[config.mk]
export PLATFORM = sky130hd
export DESIGN_NAME = wdt_guard
export DESIGN_NICKNAME = d
export VERILOG_FILES = /design/src/rtl/wdt_guard_pkg.sv /design/src/rtl/wdt_cfg_reg.sv /design/src/rtl/wdt_count.sv /design/src/rtl/wdt_event.sv /design/src/rtl/wdt_guard.sv
export SDC_FILE = /design/constraint.sdc
export NUM_CORES = 1
export LEC_CHECK = 0
export CELL_PAD_IN_SITES_DETAIL_PLACEMENT = 0
export CELL_PAD_IN_SITES_GLOBAL_PLACEMENT = 2
export CORE_UTILIZATION = 29
export DETAILED_ROUTE_END_ITERATION = 16
export PLACE_DENSITY_LB_ADDON = 0.1
export SETUP_SLACK_MARGIN = 0.2
export SKIP_CTS_REPAIR_TIMING = 1
export SYNTH_ARGS = -nofsm -noshare
export SYNTH_HDL_FRONTEND = slang
export SYNTH_SLANG_ARGS = --single-unit
[constraint.sdc]
create_clock -name clk -period 4.2 [get_ports clk]
set_input_delay 0.84 -clock clk [delete_from_list [all_inputs] [get_ports clk]]
set_output_delay 0.84 -clock clk [all_outputs]
set_load 0.1 [all_outputs]
[src/rtl/wdt_guard_pkg.sv]
package wdt_guard_pkg;

   localparam logic [7:0] WR_KEY = 8'h5A;
   localparam logic [7:0] RD_KEY = 8'h69;

   localparam int B_HOLD  = 7;
   localparam int B_NFALL = 6;
   localparam int B_NMODE = 5;
   localparam int B_TMODE = 4;
   localparam int B_CLR   = 3;
   localparam int B_CSEL  = 2;

   typedef struct packed {
      logic       hold;
      logic       nmi_fall;
      logic       nmi_mode;
      logic       tmr_mode;
      logic       clk_sel;
      logic [1:0] tap_sel;
   } wdt_cfg_t;

   localparam wdt_cfg_t CFG_DEFAULT = '0;

   function automatic wdt_cfg_t cfg_from_byte(input logic [7:0] b);
      wdt_cfg_t c;
      c.hold     = b[B_HOLD];
      c.nmi_fall = b[B_NFALL];
      c.nmi_mode = b[B_NMODE];
      c.tmr_mode = b[B_TMODE];
      c.clk_sel  = b[B_CSEL];
      c.tap_sel  = b[1:0];
      return c;
   endfunction

   function automatic logic [7:0] cfg_to_byte(input wdt_cfg_t c);
      return {c.hold, c.nmi_fall, c.nmi_mode, c.tmr_mode, 1'b0, c.clk_sel, c.tap_sel};
   endfunction

endpackage

[src/rtl/wdt_cfg_reg.sv]
module wdt_cfg_reg
   import wdt_guard_pkg::*;
(
   input  logic        clk,
   input  logic        rst_n,
   input  logic        wr_en,
   input  logic [15:0] wr_data,
   input  logic        force_dflt,
   output wdt_cfg_t    cfg,
   output logic        key_bad,
   output logic        clr_pulse
);

   logic wr_ok;

   always_comb begin
      key_bad   = wr_en && (wr_data[15:8] != WR_KEY);
      wr_ok     = wr_en && (wr_data[15:8] == WR_KEY);
      clr_pulse = wr_ok && wr_data[B_CLR];
   end

   always_ff @(posedge clk or negedge rst_n) begin
      if (!rst_n)
         cfg <= CFG_DEFAULT;
      else if (force_dflt)
         cfg <= CFG_DEFAULT;
      else if (wr_ok)
         cfg <= cfg_from_byte(wr_data[7:0]);
   end

endmodule

[src/rtl/wdt_count.sv]
module wdt_count #(
   parameter int TAP_CODE0 = 15,
   parameter int TAP_CODE1 = 13,
   parameter int TAP_CODE2 = 9,
   parameter int TAP_CODE3 = 6
) (
   input  logic       clk,
   input  logic       rst_n,
   input  logic       fast_tick,
   input  logic       slow_tick,
   input  logic       clk_sel,
   input  logic       hold,
   input  logic [1:0] tap_sel,
   input  logic       clr,
   input  logic       force_dflt,
   output logic       expire
);

   localparam int MAX_A = (TAP_CODE0 > TAP_CODE1) ? TAP_CODE0 : TAP_CODE1;
   localparam int MAX_B = (TAP_CODE2 > TAP_CODE3) ? TAP_CODE2 : TAP_CODE3;
   localparam int CNT_W = (MAX_A > MAX_B) ? MAX_A : MAX_B;
   localparam int N_TAP = 4;

   function automatic int tap_of(input int g);
      case (g)
         0:       return TAP_CODE0;
         1:       return TAP_CODE1;
         2:       return TAP_CODE2;
         default: return TAP_CODE3;
      endcase
   endfunction

   generate
      if (TAP_CODE0 < 1 || TAP_CODE1 < 1 || TAP_CODE2 < 1 || TAP_CODE3 < 1) begin : g_bad_tap
         $error("wdt_count: every tap must be at least 1");
      end
      if (CNT_W > 31) begin : g_bad_width
         $error("wdt_count: tap too wide");
      end
   endgenerate

   logic [CNT_W-1:0] cnt;
   logic [N_TAP-1:0] hit;
   logic             tick_en;

   generate
      for (genvar g = 0; g < N_TAP; g++) begin : g_tap
         localparam int W = tap_of(g);
         assign hit[g] = &cnt[W-1:0];
      end
   endgenerate

   always_comb begin
      tick_en = !hold && (clk_sel ? slow_tick : fast_tick);
      expire  = tick_en && !clr && hit[tap_sel];
   end

   always_ff @(posedge clk or negedge rst_n) begin
      if (!rst_n)
         cnt <= '0;
      else if (force_dflt || clr)
         cnt <= '0;
      else if (tick_en)
         cnt <= cnt + 1'b1;
   end

endmodule

[src/rtl/wdt_event.sv]
module wdt_event (
   input  logic clk,
   input  logic rst_n,
   input  logic expire,
   input  logic tmr_mode,
   input  logic key_bad,
   input  logic irq_clr,
   output logic wd_expire,
   output logic rst_req,
   output logic irq_flag
);

   logic fault;

   always_comb begin
      wd_expire = expire && !tmr_mode;
      fault     = key_bad || wd_expire;
   end

   always_ff @(posedge clk or negedge rst_n) begin
      if (!rst_n)
         rst_req <= 1'b0;
      else
         rst_req <= fault;
   end

   always_ff @(posedge clk or negedge rst_n) begin
      if (!rst_n)
         irq_flag <= 1'b0;
      else if (fault)
         irq_flag <= 1'b0;
      else if (expire && tmr_mode)
         irq_flag <= 1'b1;
      else if (irq_clr)
         irq_flag <= 1'b0;
   end

endmodule

[src/rtl/wdt_guard.sv]
module wdt_guard
   import wdt_guard_pkg::*;
#(
   parameter int TAP_CODE0 = 15,
   parameter int TAP_CODE1 = 13,
   parameter int TAP_CODE2 = 9,
   parameter int TAP_CODE3 = 6
) (
   input  logic        clk,
   input  logic        rst_n,
   input  logic        wr_en,
   input  logic [15:0] wr_data,
   output logic [15:0] rd_data,
   input  logic        fast_tick,
   input  logic        slow_tick,
   input  logic        irq_en,
   input  logic        irq_clr,
   output logic        irq_flag,
   output logic        irq_req,
   output logic        rst_req,
   output logic        nmi_falling,
   output logic        nmi_select
);

   wdt_cfg_t cfg;
   logic     key_bad;
   logic     clr_pulse;
   logic     expire;
   logic     wd_expire;
   logic     force_dflt;

   assign force_dflt = key_bad || wd_expire;

   wdt_cfg_reg u_cfg (
      .clk        (clk),
      .rst_n      (rst_n),
      .wr_en      (wr_en),
      .wr_data    (wr_data),
      .force_dflt (force_dflt),
      .cfg        (cfg),
      .key_bad    (key_bad),
      .clr_pulse  (clr_pulse)
   );

   wdt_count #(
      .TAP_CODE0 (TAP_CODE0),
      .TAP_CODE1 (TAP_CODE1),
      .TAP_CODE2 (TAP_CODE2),
      .TAP_CODE3 (TAP_CODE3)
   ) u_count (
      .clk        (clk),
      .rst_n      (rst_n),
      .fast_tick  (fast_tick),
      .slow_tick  (slow_tick),
      .clk_sel    (cfg.clk_sel),
      .hold       (cfg.hold),
      .tap_sel    (cfg.tap_sel),
      .clr        (clr_pulse),
      .force_dflt (force_dflt),
      .expire     (expire)
   );

   wdt_event u_event (
      .clk       (clk),
      .rst_n     (rst_n),
      .expire    (expire),
      .tmr_mode  (cfg.tmr_mode),
      .key_bad   (key_bad),
      .irq_clr   (irq_clr),
      .wd_expire (wd_expire),
      .rst_req   (rst_req),
      .irq_flag  (irq_flag)
   );

   always_comb begin
      rd_data     = {RD_KEY, cfg_to_byte(cfg)};
      irq_req     = irq_flag && irq_en;
      nmi_falling = cfg.nmi_fall;
      nmi_select  = cfg.nmi_mode;
   end

endmodule

==> results of run 1 <==
[logic make-up after synthesis]
kind of cell	after synthesis
mux	4
buf+inv	20
simple gates	64
flops	24
xor+xnor	13
compound gates	15
fa+ha+maj	2
other cells	2
[routing by layer]
layer / up-vias / wire (um) / global-route usage
li1: 535 / - / -
met1: 518 / 1490 / 0.172
met2: 38 / 1410 / 0.210
met3: 4 / 146 / 0.0253
met4: 0 / 19 / 0.0261
met5: - / 0 / 0
[path summary, 6_finish.rpt]
check	start	to	slack [ns]	depth (start not counted)
worst max-delay path	u_cfg.cfg[3]$_DFFE_PN0P_	rd_data[4]	1.43	1
worst min-delay path	u_event.irq_flag$_DFFE_PN0P_	u_event.irq_flag$_DFFE_PN0P_	0.57	2
worst max register to register	u_count.cnt[0]$_DFFE_PN0P_	u_count.cnt[3]$_DFFE_PN0P_	1.73	9
worst min register to register	u_event.irq_flag$_DFFE_PN0P_	u_event.irq_flag$_DFFE_PN0P_	0.57	2
max in group asynchronous	rst_n	u_event.irq_flag$_DFFE_PN0P_	2.37	1
min in group asynchronous	rst_n	u_count.cnt[7]$_DFFE_PN0P_	1.16	1
[registers in the layout, summed over array words and instances, names as in the netlist]
| register | cells |
|---|---|
| u_count.cnt | 15 |
| u_event.irq_flag | 1 |
| u_event.rst_req | 1 |
| u_cfg.cfg | 7 |
[stage by stage]
step / util / std cells / area [um^2] / setup slack, ns / hold WS, ns
finish: 0.392 / 223 / 1770 / 1.43 / 0.573
global route: 0.392 / 223 / 1770 / 1.35 / 0.610
CTS: 0.392 / 223 / 1770 / 1.41 / 0.580
floorplan: - / 151 / 1430 / 1.58 / 0.544
global placement: 0.380 / 219 / 1710 / 1.26 / 0.554
detailed placement: 0.380 / 219 / 1710 / 1.21 / 0.562
[where the power goes]
| group | total [mW] | switching (mW) | internal, mW |
|---|---|---|---|
| registers | 0.238 | 0.00361 | 0.234 |
| logic | 0.0896 | 0.0628 | 0.0268 |
| clock network | 0.162 | 0.0780 | 0.0837 |
[placed cells by master, fill, tap and decap left out, drive strengths merged, types with 3 or more instances in the layout]
cell type and count:
conb 9, and3 3, mux2i 4, clkbuf 4, xor2 8, dfrtp 24
nand3 14, nand2b 6, nand2 7, clkdlybuf4s50 33, a21oi 9, nor4 3
nor2 5, nor3 17, xnor2 5
[cell type report]
class / instances / area (um^2)
multi-input combinational: 107 / 699
sequential: 24 / 601
inverter: 2 / 7.51
fill: 459 / 2740
timing repair buffer: 34 / 338
tap: 52 / 65.1
clock buffer: 4 / 55.1
==> report_table.html, run 1 <==
<table>
<tr><th>Metric</th><th>Value</th></tr>
<tr><th colspan="2">Status</th></tr>
<tr><td>Outcome</td><td>completed</td></tr>
<tr><th colspan="2">Synthesis</th></tr>
<tr><td>Share of synthesized area occupied by flip-flops and latches</td><td>0.427</td></tr>
<tr><td>Cell type with the largest total area after synthesis</td><td>sky130_fd_sc_hd__dfrtp_1</td></tr>
<tr><td>Area fraction in compound gates after synthesis</td><td>0.0730</td></tr>
<tr><td>XOR/XNOR share of the synthesized area</td><td>0.0810</td></tr>
<tr><td>Post-Synthesis Cell Area</td><td>1410 um^2</td></tr>
<tr><td>Simple logic cell fraction of the synthesized area</td><td>0.271</td></tr>
<tr><td>Dominant combinational cell family by area after synthesis</td><td>simple AND/OR/NAND/NOR gates</td></tr>
<tr><td>Mean cell area of the mapped netlist</td><td>9.76 um^2</td></tr>
<tr><td>Area share of the leading cell type in the synthesized netlist</td><td>0.427</td></tr>
<tr><td>Share of synthesized cell area in full adder, half adder and majority cells</td><td>0.0178</td></tr>
<tr><td>Unique masters post-synth</td><td>34</td></tr>
<tr><td>Proportion of register bits with asynchronous set or reset after synthesis</td><td>1.00</td></tr>
<tr><td>Dominant register cell in the synthesized netlist</td><td>sky130_fd_sc_hd__dfrtp_1</td></tr>
<tr><td>Synthesis-stage register bit count</td><td>24</td></tr>
<tr><td>Synth Instances</td><td>144</td></tr>
<tr><td>Number of flops mapped to enable cells by yosys</td><td>0</td></tr>
<tr><td>Post-synth top cells</td><td>sky130_fd_sc_hd__dfrtp_1 (24), sky130_fd_sc_hd__nor3_1 (17), sky130_fd_sc_hd__buf_4 (15)</td></tr>
<tr><td>Total number of yosys warnings</td><td>0</td></tr>
<tr><td>Most frequently used cell type in the post-synthesis netlist</td><td>sky130_fd_sc_hd__dfrtp_1</td></tr>
<tr><td>Portion of netlist area occupied by mux cells</td><td>0.0312</td></tr>
<tr><td>Largest cells by area after synthesis</td><td>sky130_fd_sc_hd__dfrtp_1 (43%), sky130_fd_sc_hd__buf_4 (8.0%), sky130_fd_sc_hd__nor3_1 (6.1%)</td></tr>
<tr><th colspan="2">CTS</th></tr>
<tr><td>TritonCTS clock tree</td><td>yes</td></tr>
<tr><td>Total clock buffers created by CTS</td><td>3</td></tr>
<tr><td>Clock buffer depth</td><td>2</td></tr>
<tr><td>Sink Count</td><td>24</td></tr>
<tr><td>H-tree levels</td><td>1</td></tr>
<tr><td>CTS clock-pin slew for the worst setup and hold paths</td><td>0.09 ns</td></tr>
<tr><td>Clock latency reported for the late side of the worst-skew pair</td><td>0.27 ns</td></tr>
<tr><td>Cell at the root of the clock tree</td><td>sky130_fd_sc_hd__clkbuf_8</td></tr>
<tr><th colspan="2">Global route</th></tr>
<tr><td>Final global-route overflow total</td><td>0</td></tr>
<tr><td>Pin count of the biggest net entering global routing</td><td>25</td></tr>
<tr><td>Antenna violations before repair</td><td>0</td></tr>
<tr><td>Number of global-route vias before repair</td><td>1068</td></tr>
<tr><td>Tot GR Track Use</td><td>0.126</td></tr>
<tr><td>First-pass GRT wire length</td><td>5.06 mm</td></tr>
<tr><th colspan="2">STA</th></tr>
<tr><td>Slew margin rel.</td><td>0.254</td></tr>
<tr><td>Final setup viols</td><td>0</td></tr>
<tr><td>Total Neg Setup Slack</td><td>0 ns</td></tr>
<tr><td>Period utilization</td><td>0.660</td></tr>
<tr><td>Final period demand of the worst path</td><td>2.77 ns</td></tr>
<tr><td>Largest clock skew in the final design</td><td>0.00549 ns</td></tr>
<tr><td>Measured slew at the worst slew-check pin</td><td>1.12 ns</td></tr>
<tr><td>RSZ-0062 raised after global routing</td><td>no</td></tr>
<tr><td>Number of endpoints with negative hold slack in the final report</td><td>0</td></tr>
<tr><td>Pins over their slew limit</td><td>0</td></tr>
<tr><td>Maximum achievable frequency</td><td>361 MHz</td></tr>
<tr><th colspan="2">Floorplan</th></tr>
<tr><td>Height of the die</td><td>71.6 um</td></tr>
<tr><td># rows</td><td>24</td></tr>
<tr><td>Placeable core region</td><td>4500 um^2</td></tr>
<tr><td>Die Width</td><td>71.6 um</td></tr>
<tr><td>Initial Util</td><td>0.312</td></tr>
<tr><td>Number of placed I/O pins</td><td>44</td></tr>
<tr><td>DIE AREA</td><td>5130 um^2</td></tr>
<tr><th colspan="2">Pwr</th></tr>
<tr><td>Static leakage power</td><td>0.707 nW</td></tr>
<tr><td>Total Power Consumption</td><td>489 uW</td></tr>
<tr><td>Maximum vdd drop</td><td>0.000130 V</td></tr>
<tr><td>Pwr per Cell Area</td><td>277 nW/um^2</td></tr>
<tr><th colspan="2">Critical path</th></tr>
<tr><td>Buffers and inverters on the worst path</td><td>1</td></tr>
<tr><td>Critical setup path kind</td><td>reg2out</td></tr>
<tr><td>Family with the most delay on the worst path</td><td>buffers and inverters</td></tr>
<tr><td>Crit-path max cell delay</td><td>1.18 ns</td></tr>
<tr><td>Cell chain of the critical path</td><td>clkdlybuf4s50_1</td></tr>
<tr><td>Kind of capture point of the worst setup path</td><td>output port</td></tr>
<tr><td>Critical path peak fanout</td><td>5</td></tr>
<tr><td>Worst path required time</td><td>3.36 ns</td></tr>
<tr><td>Library cell contributing the largest single delay on the critical path</td><td>sky130_fd_sc_hd__clkdlybuf4s50_1</td></tr>
<tr><td>Startpoint type of the worst setup path</td><td>register</td></tr>
<tr><td>Crit path DAT</td><td>1.93 ns</td></tr>
<tr><th colspan="2">Finish</th></tr>
<tr><td>Layout overhead on the synthesized area</td><td>25.6%</td></tr>
<tr><td>Fraction of final layout cells sized beyond drive strength 1</td><td>0.0760</td></tr>
<tr><td>Number of antenna repair diodes</td><td>0</td></tr>
<tr><td>Final-stage net count</td><td>197</td></tr>
<tr><th colspan="2">Placed design</th></tr>
<tr><td>Placed wire-length estimate</td><td>2.29 mm</td></tr>
<tr><td>Number of I/O port buffers</td><td>34</td></tr>
<tr><td>Final Wtd Congestion</td><td>0.762</td></tr>
<tr><th colspan="2">Min path</th></tr>
<tr><td>Min-delay worst type</td><td>reg2reg</td></tr>
<tr><th colspan="2">Run</th></tr>
<tr><td>Number of max-cap violations</td><td>0</td></tr>
<tr><th colspan="2">Routing</th></tr>
<tr><td>Final routed DRC violation total</td><td>0</td></tr>
<tr><td>Routed wire length</td><td>3.06 mm</td></tr>
<tr><td>First-pass DRT Iterations</td><td>4</td></tr>
<tr><td>Vias</td><td>1095</td></tr>
<tr><td>Detail-routed via count per cell</td><td>4.91</td></tr>
<tr><td>Post-route ant nets</td><td>0</td></tr>
<tr><td>Detailed Route Iter0 Violations</td><td>63</td></tr>
<tr><td>Drt wl/cell</td><td>13.7 um</td></tr>
</table>
No activity file was read; power rests on OpenSTA's default activity.
==> run 2: changes to the inputs <==
--- a/config.mk
+++ b/config.mk
@@ -7,7 +7,7 @@
 export LEC_CHECK = 0
 export CELL_PAD_IN_SITES_DETAIL_PLACEMENT = 0
 export CELL_PAD_IN_SITES_GLOBAL_PLACEMENT = 2
-export CORE_UTILIZATION = 29
+export CORE_UTILIZATION = 25
 export DETAILED_ROUTE_END_ITERATION = 16
 export PLACE_DENSITY_LB_ADDON = 0.1
 export SETUP_SLACK_MARGIN = 0.2
==> constraint.sdc (replaced) <==
create_clock -name clk -period 2.55 [get_ports clk]
set_input_delay 0.51 -clock clk [delete_from_list [all_inputs] [get_ports clk]]
set_output_delay 0.51 -clock clk [all_outputs]
set_load 0.1 [all_outputs]
==> run 2 against run 1 <==
Compared with the run above:
- routed wire length up 13%
- combinational power up 69%
- flip-flop and latch count unchanged
- worst setup slack worse by 1.1 ns
- first-iteration DRC count down 32%
==> report_table.html, run 2 (same netlist as run 1, synthesis figures left out) <==
<table>
<tr><th>Metric</th><th>Value</th></tr>
<tr><th colspan="2">Status</th></tr>
<tr><td>Outcome</td><td>completed</td></tr>
<tr><th colspan="2">Global route</th></tr>
<tr><td>Pin count of the biggest net entering global routing</td><td>25 (unchanged)</td></tr>
<tr><td>Final global-route overflow total</td><td>0 (unchanged)</td></tr>
<tr><td>Tot GR Track Use</td><td>0.123 (-0.00303)</td></tr>
<tr><td>Antenna violations before repair</td><td>0 (unchanged)</td></tr>
<tr><td>Number of global-route vias before repair</td><td>1173 (+9.8%)</td></tr>
<tr><td>First-pass GRT wire length</td><td>5.71 mm (+13%)</td></tr>
<tr><th colspan="2">Pwr</th></tr>
<tr><td>Pwr per Cell Area</td><td>476 nW/um^2 (+72%)</td></tr>
<tr><td>Internal portion of total power</td><td>642 uW (+86%)</td></tr>
<tr><td>Clk network pwr share</td><td>0.382 (+0.051)</td></tr>
<tr><td>Maximum vdd drop</td><td>0.000213 V (+64%)</td></tr>
<tr><td>Net switching power of the design</td><td>237 uW (+64%)</td></tr>
<tr><td>Sw Share</td><td>0.270 (-0.0253)</td></tr>
<tr><td>Fraction of power consumed by sequential logic</td><td>0.446 (-0.040)</td></tr>
<tr><td>Total Power Consumption</td><td>879 uW (+80%)</td></tr>
<tr><td>Static leakage power</td><td>0.773 nW (+9.4%)</td></tr>
<tr><td>Fraction of power consumed by combinational cells</td><td>0.172 (-0.011)</td></tr>
<tr><th colspan="2">Run</th></tr>
<tr><td>Number of max-cap violations</td><td>0 (unchanged)</td></tr>
<tr><th colspan="2">CTS</th></tr>
<tr><td>Clock latency reported for the late side of the worst-skew pair</td><td>0.27 ns (about the same)</td></tr>
<tr><td>Sink Count</td><td>24 (unchanged)</td></tr>
<tr><td>Total clock buffers created by CTS</td><td>3 (unchanged)</td></tr>
<tr><td>Cell at the root of the clock tree</td><td>sky130_fd_sc_hd__clkbuf_8</td></tr>
<tr><td>TritonCTS clock tree</td><td>yes</td></tr>
<tr><td>CTS clock-pin slew for the worst setup and hold paths</td><td>0.09 ns (about the same)</td></tr>
<tr><td>Clock buffer depth</td><td>2 (unchanged)</td></tr>
<tr><td>H-tree levels</td><td>1 (unchanged)</td></tr>
<tr><th colspan="2">Routing</th></tr>
<tr><td>Detailed Route Iter0 Violations</td><td>43 (-32%)</td></tr>
<tr><td>Drt wl/cell</td><td>13.9 um (+1.2%)</td></tr>
<tr><td>Final routed DRC violation total</td><td>0 (unchanged)</td></tr>
<tr><td>Post-route ant nets</td><td>0 (unchanged)</td></tr>
<tr><td>Vias</td><td>1132 (+3.4%)</td></tr>
<tr><td>Routed wire length</td><td>3.44 mm (+13%)</td></tr>
<tr><td>First-pass DRT Iterations</td><td>4 (unchanged)</td></tr>
<tr><td>Detail-routed via count per cell</td><td>4.56 (-7.0%)</td></tr>
<tr><th colspan="2">Finish</th></tr>
<tr><td>Flip-flop count of the largest register, all copies and words added</td><td>15 (unchanged)</td></tr>
<tr><td>Layout overhead on the synthesized area</td><td>31.4%</td></tr>
<tr><td>Fraction of final layout cells sized beyond drive strength 1</td><td>0.180 (+0.104)</td></tr>
<tr><td>Post-layout utilization of the core</td><td>0.350 (-0.0415)</td></tr>
<tr><td>Commonest non-fill, non-tap cell in the layout</td><td>sky130_fd_sc_hd__dfrtp_1</td></tr>
<tr><td>Register name with the most flops</td><td>u_count.cnt</td></tr>
<tr><td>Final std cells w/o fill</td><td>248 (+11%)</td></tr>
<tr><td>Design area</td><td>1850 um^2 (+4.6%)</td></tr>
<tr><td>Highest-count cells in the layout ignoring fill and taps</td><td>sky130_fd_sc_hd__dfrtp_1 (24), sky130_fd_sc_hd__clkdlybuf4s50_1 (22), sky130_fd_sc_hd__buf_4 (18), sky130_fd_sc_hd__nor3_1 (17), sky130_fd_sc_hd__nand3_1 (11)</td></tr>
<tr><td>Registers with the highest flip-flop counts</td><td>u_count.cnt: 15 flops, u_cfg.cfg: 7 flops</td></tr>
<tr><td>Number of antenna repair diodes</td><td>0 (unchanged)</td></tr>
<tr><td>Final-stage net count</td><td>204 (+3.6%)</td></tr>
<tr><th colspan="2">Critical path</th></tr>
<tr><td>Cell chain of the critical path</td><td>ha_1 &gt; nand2_1 &gt; nor3_1 &gt; ha_1 &gt; inv_1 &gt; o22ai_1 &gt; nand3_2 &gt; a211oi_4 &gt; buf_4 &gt; a211oi_1</td></tr>
<tr><td>Crit-path max cell delay</td><td>0.41 ns (-0.77 ns)</td></tr>
<tr><td>Critical path peak fanout</td><td>7 (+2)</td></tr>
<tr><td>Family with the most delay on the worst path</td><td>compound AO/OA/AOI/OAI gates</td></tr>
<tr><td>Most used cell along the critical path</td><td>sky130_fd_sc_hd__ha_1</td></tr>
<tr><td>Library cell contributing the largest single delay on the critical path</td><td>sky130_fd_sc_hd__dfrtp_1</td></tr>
<tr><td>Critical setup path kind</td><td>reg2reg</td></tr>
<tr><td>Number of cells on the worst reg-to-reg path</td><td>10 (+1)</td></tr>
<tr><td>Kind of capture point of the worst setup path</td><td>register</td></tr>
<tr><td>Count of cell instances traversed by the critical path</td><td>10 (+9)</td></tr>
<tr><td>Buffers and inverters on the worst path</td><td>2 (+1)</td></tr>
<tr><td>Register-to-Register Setup Slack</td><td>0.33 ns (-1.40 ns)</td></tr>
<tr><td>Worst path required time</td><td>2.69 ns (-0.67 ns)</td></tr>
<tr><td>Startpoint type of the worst setup path</td><td>register</td></tr>
<tr><td>Crit path DAT</td><td>2.35 ns (+0.42 ns)</td></tr>
<tr><th colspan="2">STA</th></tr>
<tr><td>Largest clock skew in the final design</td><td>0.00738 ns (+0.00189 ns)</td></tr>
<tr><td>Number of endpoints with negative hold slack in the final report</td><td>0 (unchanged)</td></tr>
<tr><td>Post-layout worst setup margin</td><td>0.332 ns (-1.10 ns)</td></tr>
<tr><td>Final worst hold slack</td><td>0.571 ns (-0.00200 ns)</td></tr>
<tr><td>Total Neg Setup Slack</td><td>0 ns (unchanged)</td></tr>
<tr><td>Slew margin rel.</td><td>0.598 (+0.344)</td></tr>
<tr><td>Maximum achievable frequency</td><td>451 MHz</td></tr>
<tr><td>Period utilization</td><td>0.870</td></tr>
<tr><td>RSZ-0062 raised after global routing</td><td>no</td></tr>
<tr><td>Pins over their slew limit</td><td>0 (unchanged)</td></tr>
<tr><td>Final setup viols</td><td>0 (unchanged)</td></tr>
<tr><td>Measured slew at the worst slew-check pin</td><td>0.602 ns (-0.513 ns)</td></tr>
<tr><td>Final period demand of the worst path</td><td>2.22 ns</td></tr>
<tr><th colspan="2">Floorplan</th></tr>
<tr><td># rows</td><td>26 (+8.3%)</td></tr>
<tr><td>Number of placed I/O pins</td><td>44 (unchanged)</td></tr>
<tr><td>Height of the die</td><td>77.0 um (+7.5%)</td></tr>
<tr><td>Placeable core region</td><td>5270 um^2 (+17%)</td></tr>
<tr><td>DIE AREA</td><td>5920 um^2 (+16%)</td></tr>
<tr><td>Initial Util</td><td>0.267 (-0.0453)</td></tr>
<tr><td>Die Width</td><td>77.0 um (+7.5%)</td></tr>
<tr><th colspan="2">Placed design</th></tr>
<tr><td>Final Wtd Congestion</td><td>0.692 (-9.2%)</td></tr>
<tr><td>Number of I/O port buffers</td><td>34 (unchanged)</td></tr>
<tr><td>Setup Slack @ Placement</td><td>0.150 ns (-1.06 ns)</td></tr>
<tr><td>Cell Area, Placed</td><td>1760 um^2 (+3.1%)</td></tr>
<tr><td>Inst Count DP</td><td>243 (+11%)</td></tr>
<tr><td>Placed wire-length estimate</td><td>2.60 mm (+14%)</td></tr>
<tr><th colspan="2">Min path</th></tr>
<tr><td>Min-delay worst type</td><td>reg2reg</td></tr>
<tr><td>Number of cells traversed by the worst hold path</td><td>2 (unchanged)</td></tr>
</table>
==> run 2: cell count changes in the layout (fill, tap and decap cells not counted), sizes merged <==
| cell | previous run | this run |
|---|---|---|
| buf | 1 | 19 |
| bufinv | 0 | 1 |
| clkbuf | 4 | 3 |
| clkdlybuf4s50 | 33 | 22 |
==> run 2: power groups by stage <==
stage	Sequential, mW	Combinational (mW)	Clock, mW
6_report	0.392	0.151	0.336
5_1_grt	0.393	0.160	0.363
2_1_floorplan	0.405	0.104	0
4_1_cts	0.392	0.153	0.351
3_3_place_gp	0.399	0.152	0
3_5_place_dp	0.400	0.153	0
==> run 2: layer usage <==
metal,up-vias,track usage,part of all wire
met4,0,0.0340,0.0090
met3,2,0.0321,0.042
met1,556,0.151,0.47
li1,548,-,-
met2,26,0.213,0.48
met5,-,0,0
==> run 2: worst register-to-register path, delay by kind of cell (launching register included) <==
kind	cells	cell delay, ns
compound gates	3	0.53
fa+ha+maj	2	0.40
simple gates	3	0.51
flops	1	0.41
buf+inv	2	0.23
==> run 2: layout make-up <==
cell class,count,area (um^2)
Inverter,2,7.51
Clock buffer,3,41.3
Clock inverter,1,30.0
Fill cell,557,3420
Timing Repair Buffer,41,375
Multi-Input combinational cell,107,704
Tap cell,70,87.6
Sequential cell,24,601
==> run 2: final timing paths <==
path	start	to
worst max register to register	u_count.cnt[0]$_DFFE_PN0P_	u_cfg.cfg[3]$_DFFE_PN0P_
min in group asynchronous	rst_n	u_count.cnt[12]$_DFFE_PN0P_
worst min register to register	u_event.irq_flag$_DFFE_PN0P_	u_event.irq_flag$_DFFE_PN0P_
max in group asynchronous	rst_n	u_count.cnt[10]$_DFFE_PN0P_
worst max-delay path	u_count.cnt[0]$_DFFE_PN0P_	u_cfg.cfg[3]$_DFFE_PN0P_
worst min-delay path	u_event.irq_flag$_DFFE_PN0P_	u_event.irq_flag$_DFFE_PN0P_
==> run 3: changes to the inputs <==
--- a/config.mk
+++ b/config.mk
@@ -8,6 +8,7 @@
 export CELL_PAD_IN_SITES_DETAIL_PLACEMENT = 0
 export CELL_PAD_IN_SITES_GLOBAL_PLACEMENT = 2
 export CORE_UTILIZATION = 25
+export CTS_CLUSTER_SIZE = 12
 export DETAILED_ROUTE_END_ITERATION = 16
 export PLACE_DENSITY_LB_ADDON = 0.1
 export SETUP_SLACK_MARGIN = 0.2
==> results of run 3 <==
Same layout as run 2: the final DEF is identical, and so are final timing and power.
